`config.mk`:
```
export PLATFORM = sky130hd
export DESIGN_NAME = host_req_ctl
export DESIGN_NICKNAME = d
export VERILOG_FILES = /design/src/rtl/host_req_pkg.sv /design/src/rtl/host_req_regs.sv /design/src/rtl/host_req_shaper.sv /design/src/rtl/host_req_outmux.sv /design/src/rtl/host_req_ctl.sv
export SDC_FILE = /design/constraint.sdc
export NUM_CORES = 1
export LEC_CHECK = 0
export BUFFER_PORTS_ARGS = -buffer_cell sky130_fd_sc_hd__buf_2
export CAP_MARGIN = 20
export CORE_ASPECT_RATIO = 1.25
export CORE_MARGIN = 2
export CORE_UTILIZATION = 34
export DETAILED_ROUTE_END_ITERATION = 10
export RECOVER_POWER = 50
export SLEW_MARGIN = 20
export SYNTH_ARGS = -nofsm -noshare
export SYNTH_HDL_FRONTEND = slang
export SYNTH_SLANG_ARGS = --single-unit
```
`constraint.sdc`:
```
create_clock -name clk -period 2 [get_ports clk]
set_input_delay 0.3 -clock clk [delete_from_list [all_inputs] [get_ports clk]]
set_output_delay 0.3 -clock clk [all_outputs]
set_load 0.005 [all_outputs]
```
`src/rtl/host_req_pkg.sv`:
```
package host_req_pkg;
  localparam int NREQ      = 3;
  localparam int MODE_W    = 3;
  localparam int NUM_PULSE = 5;
  localparam int MAX_PULSE = 1 << (NUM_PULSE - 1);
  localparam int CNT_W     = $clog2(MAX_PULSE + 1);
  localparam int REG_W     = 9;
  localparam int B_ARM     = REG_W - 1;

  localparam int REQ_IRQ = 0;
  localparam int REQ_SMI = 1;
  localparam int REQ_SCI = 2;

  // Stored fields, packed so that the layout matches write-word bits 7:0.
  typedef struct packed {
    logic [MODE_W-1:0] mode;
    logic              sci_inv;
    logic              smi_inv;
    logic [NREQ-1:0]   fw;
  } ctl_t;

  // Pulse length for a mode code; 0 means level behaviour.
  function automatic logic [CNT_W-1:0] pulse_len(input logic [MODE_W-1:0] code);
    if (code >= MODE_W'(1) && code <= MODE_W'(NUM_PULSE))
      return CNT_W'(1) << (code - MODE_W'(1));
    return '0;
  endfunction

  function automatic logic is_pulse(input logic [MODE_W-1:0] code);
    return pulse_len(code) != '0;
  endfunction
endpackage

```
`src/rtl/host_req_regs.sv`:
```
module host_req_regs
  import host_req_pkg::*;
(
  input  logic             clk,
  input  logic             rst_n,
  input  logic             wr_en,
  input  logic [REG_W-1:0] wr_data,
  input  logic             enh_en,
  input  logic             ibf,
  output ctl_t             ctl,
  output logic             fire
);
  ctl_t ctl_q;
  logic arm_q;
  logic ibf_q;
  logic fire_q;
  logic ibf_fall;

  assign ibf_fall = ibf_q & ~ibf;

  always_ff @(posedge clk) begin
    if (!rst_n) begin
      ctl_q  <= '0;
      arm_q  <= 1'b0;
      ibf_q  <= 1'b0;
      fire_q <= 1'b0;
    end else begin
      ibf_q  <= ibf;
      fire_q <= arm_q & ibf_fall;
      if (wr_en)
        ctl_q <= ctl_t'(wr_data[B_ARM-1:0]);
      // A fresh arm write wins over the clear from a fire in the same cycle.
      if (wr_en && enh_en && wr_data[B_ARM])
        arm_q <= 1'b1;
      else if (arm_q && ibf_fall)
        arm_q <= 1'b0;
    end
  end

  assign ctl  = ctl_q;
  assign fire = fire_q;
endmodule

```
`src/rtl/host_req_shaper.sv`:
```
module host_req_shaper
  import host_req_pkg::*;
(
  input  logic              clk,
  input  logic              rst_n,
  input  logic [MODE_W-1:0] mode,
  input  logic              strobe,
  input  logic              level_src,
  output logic              shaped
);
  logic [CNT_W-1:0] cnt_q;

  always_ff @(posedge clk) begin
    if (!rst_n)
      cnt_q <= '0;
    else if (strobe)
      cnt_q <= pulse_len(mode);
    else if (cnt_q != '0)
      cnt_q <= cnt_q - CNT_W'(1);
  end

  assign shaped = is_pulse(mode) ? (cnt_q != '0) : level_src;
endmodule

```
`src/rtl/host_req_outmux.sv`:
```
module host_req_outmux
  import host_req_pkg::*;
(
  input  logic            enh,
  input  logic [NREQ-1:0] hw_en,
  input  logic [NREQ-1:0] fw,
  input  logic [NREQ-1:0] hw_src,
  input  logic [NREQ-1:0] extra,
  input  logic [NREQ-1:0] inv,
  input  logic [NREQ-1:0] leg_inv,
  input  logic            leg_src,
  output logic [NREQ-1:0] pin
);
  for (genvar i = 0; i < NREQ; i++) begin : g_req
    logic raw;
    assign raw    = (hw_en[i] ? hw_src[i] : fw[i]) | extra[i];
    assign pin[i] = enh ? (raw ^ inv[i]) : (leg_src ^ leg_inv[i]);
  end
endmodule

```
`src/rtl/host_req_ctl.sv`:
```
module host_req_ctl
  import host_req_pkg::*;
(
  input  logic             clk,
  input  logic             rst_n,
  input  logic             wr_en,
  input  logic [REG_W-1:0] wr_data,
  output logic [REG_W-1:0] rd_data,
  input  logic             enh_en,
  input  logic             irq_hw_en,
  input  logic             smi_hw_en,
  input  logic             sci_hw_en,
  input  logic             obf,
  input  logic             ibf,
  input  logic             obuf_wr,
  output logic             irq_pin,
  output logic             smi_pin,
  output logic             sci_pin
);
  ctl_t            ctl;
  logic            fire;
  logic            enh_q;
  logic            obf_q;
  logic [NREQ-1:0] hw_q;
  logic            shaped;
  logic [NREQ-1:0] hw_src;
  logic [NREQ-1:0] extra;
  logic [NREQ-1:0] inv;
  logic [NREQ-1:0] leg_inv;
  logic [NREQ-1:0] pins;

  always_ff @(posedge clk) begin
    if (!rst_n) begin
      enh_q <= 1'b0;
      obf_q <= 1'b0;
      hw_q  <= '0;
    end else begin
      enh_q <= enh_en;
      obf_q <= obf;
      hw_q  <= {sci_hw_en, smi_hw_en, irq_hw_en};
    end
  end

  host_req_regs u_regs (
    .clk     (clk),
    .rst_n   (rst_n),
    .wr_en   (wr_en),
    .wr_data (wr_data),
    .enh_en  (enh_en),
    .ibf     (ibf),
    .ctl     (ctl),
    .fire    (fire)
  );

  host_req_shaper u_shaper (
    .clk       (clk),
    .rst_n     (rst_n),
    .mode      (ctl.mode),
    .strobe    (obuf_wr),
    .level_src (obf_q),
    .shaped    (shaped)
  );

  always_comb begin
    hw_src          = '0;
    extra           = '0;
    inv             = '0;
    leg_inv         = '0;
    hw_src[REQ_IRQ] = obf_q;
    hw_src[REQ_SMI] = shaped;
    hw_src[REQ_SCI] = obf_q;
    extra[REQ_SCI]  = fire;
    inv[REQ_SMI]    = ctl.smi_inv;
    inv[REQ_SCI]    = ctl.sci_inv;
    leg_inv[REQ_SMI] = ctl.smi_inv;
  end

  host_req_outmux u_mux (
    .enh     (enh_q),
    .hw_en   (hw_q),
    .fw      (ctl.fw),
    .hw_src  (hw_src),
    .extra   (extra),
    .inv     (inv),
    .leg_inv (leg_inv),
    .leg_src (obf_q),
    .pin     (pins)
  );

  assign irq_pin = pins[REQ_IRQ];
  assign smi_pin = pins[REQ_SMI];
  assign sci_pin = pins[REQ_SCI];
  assign rd_data = {1'b0, ctl.mode, ctl.sci_inv, ctl.smi_inv, pins};
endmodule

```
==> impl_metrics.ini <==
[status]
run_status = finished clean

[sta]
slew_headroom_pct = 54.1
hold_viol_final = 0
skew_ns = 0.00638
setup_viol = 0
tns_ns = 0
fin_crit_sh_pct = 97.9
max_freq_ghz = 0.511
rsz0062_at_grt = true
drv_slew = 0
period_needed_ns = 1.96
worst_pin_slew_ns = 0.689

[critical_path]
critPathLaunchType = register
crit_arrival_ns = 1.66
path_class = reg -> out
rr_worst_depth = 9
rr_startpoint = u_shaper.cnt_q[0]
r2r_end = u_shaper.cnt_q[1]
critPathLaunch = u_regs.ctl[7]
required_ns = 1.70
cp-end-kind = primary output
crit_fanout = 4
ff2ff_setup_slack_ns = 0.41

[yosys]
synth_cells = 124
avgSynthCellArea_sq_um = 8.97
ys_seq_elements = 21
synth-edff-count = 0
yosysSeqAreaShare_pct = 37.8
synth_cell_type_count = 32
synth-simple-area-share_pct = 23.4
synthFlopType = dfxtp_1
synth_nets = 146
synthAdderAreaFrac_pct = 3.37
syn-cell-area_sq_um = 1110
synth_top_family_by_area = simple AND/OR/NAND/NOR gates
synth_compound_area_share_pct = 12.8
synth.area.mux_share_pct = 8.10
ys_warn_count = 0
synth_xor_area_share_pct = 3.15
async_flop_share_pct = 0

[routing]
drt_iter0_markers = 12
vias_per_cell = 4.75
routed_wl_um = 2220
firstDrtPassIters = 4
wl_per_cell_um = 11.9
vias = 889
drc = 0
ant_nets = 0

[clocking]
cts_tree = built
cts-root-buf = clkbuf_8
cts_hold_buf = 0
cts.sinks = 21
cts-htree-levels = 1
clock_latency_ns = 0.26
cts_inserted_buffers = 3
clk_pin_slew_ns = 0.08
clk_path_buf_depth = 2

[die]
boundaryPins = 31
coreArea_sq_um = 3170
die_h_um = 68.0
die_area_sq_um = 3750
initial_utilization_pct = 35.1
dieWidth_um = 55.2
fp-row-count = 23

[global_routing]
grt_max_degree = 22
first_global_vias = 788
antenna_found_initial = 0
grtUsageTotal_pct = 12.4
grt-ovfl-total = 0
grt_pass1_wl_um = 3360

[min_path]
min_to = hw_q[2]
hold_depth = 2
min_from = sci_hw_en
min_path_type = in -> reg

[power]
ir_drop_v = 0.000543
power_mw = 1.42
power.density_nw_per_um2 = 1050
leakage_nw = 0.596

[finish]
drive_gt1_share_pct = 38.0
mostFrequentLayoutCells = buf_2 (28), dfxtp_1 (16), nor2b_1 (9), mux2i_1 (9)
fin_nets = 173
layout_commonest_cell = buf_2
num_antenna_cells = 0
areaGrowthSynthToFinish_pct = 21.6

[place]
io_buffer_count = 29
place.gp.congestion = 0.800
dp_hpwl_um = 1640

[flow_run]
cap_violations = 0
==> cell type report <==
| type | count | area [sq um] |
|---|---|---|
| clock buffer | 3 | 41.3 |
| clock inverter | 1 | 5.00 |
| fill | 338 | 1810 |
| inverter | 6 | 22.5 |
| multi-input combinational | 82 | 604 |
| sequential | 21 | 429 |
| tap | 37 | 46.3 |
| timing repair buffer | 37 | 204 |
==> state kept, by name, summed over array words and instances (netlist names) <==
signal and flops:
u_regs.ibf_q 1, u_regs.fire 1, u_regs.arm_q 1, enh_q 1, hw_q 3, obf_q 1, u_regs.ctl 8, u_shaper.cnt_q 5
==> critical path, stage by stage, from the launching register on <==
cell and delay (ns):
dfxtp_4 0.36, buf_4 0.15, nand2b_2 0.21, a21oi_2 0.14, nor3_1 0.07, nor3_2 0.18, xnor2_1 0.15, buf_2 0.14
==> power breakdown <==
group	switching, mW	total, mW	internal, mW
sequential	0.0614	0.536	0.475
combinational	0.264	0.615	0.351
clock	0.133	0.272	0.139
total	0.458	1.42	0.965
==> through the flow <==
step | std cells | util (%) | instance area [sq um] | hold WS [ns] | worst slack [ns]
floorplan | 124 | - | 1110 | 0.409 | 0.126
global placement | 178 | 38.7 | 1230 | 0.419 | 0.272
detailed placement | 178 | 38.7 | 1230 | 0.430 | 0.220
CTS | 183 | 40.6 | 1280 | 0.234 | 0.0109
global route | 187 | 42.7 | 1350 | 0.247 | -0.115
finish | 187 | 42.7 | 1350 | 0.242 | 0.0426
==> Yosys cell counts, types with 2 or more instances <==
cell      count  area [sq um]
dfxtp_1      21           420
and2_1        9          56.3
buf_4         9          67.6
mux2i_1       9          90.1
nor2b_1       9          56.3
nand2_1       8          30.0
nor2_1        7          26.3
inv_1         6          22.5
nor3_1        6          30.0
a21oi_1       5          25.0
o32ai_1       4          35.0
xnor2_1       4          35.0
clkbuf_1      3          11.3
ha_1          3          37.5
o21a_1        3          22.5
nand2b_1      2          12.5
==> how the worst max path moves through the flow <==
stage            endpoint  slack, ns
6_report          smi_pin       0.04
3_3_place_gp   rd_data[1]       0.27
4_1_cts           smi_pin       0.01
2_1_floorplan  rd_data[1]       0.13
3_5_place_dp      smi_pin       0.22
5_1_grt        rd_data[1]      -0.12
==> routing by layer <==
metal	GRT usage, %	part of all wire (%)
met1	14.8	42
met2	21.3	53
met3	1.97	3.5
met4	5.79	0.54
met5	0	0
==> logic make-up after synthesis <==
logic type      count (synthesis)
simple gates                   45
flops                          21
buf+inv                        21
compound gates                 20
mux                             9
xor+xnor                        4
fa+ha+maj                       3
other cells                     1
==> what timing repair did <==
action / CTS / global route
setup endpoints to repair: 2 / 2
pin swaps: 1 / 7
endpoints found under the hold margin: 0 / 0
setup buffers: 1 / 4
gates resized for setup: 3 / 12
No activity file was read; power rests on OpenSTA's default activity.
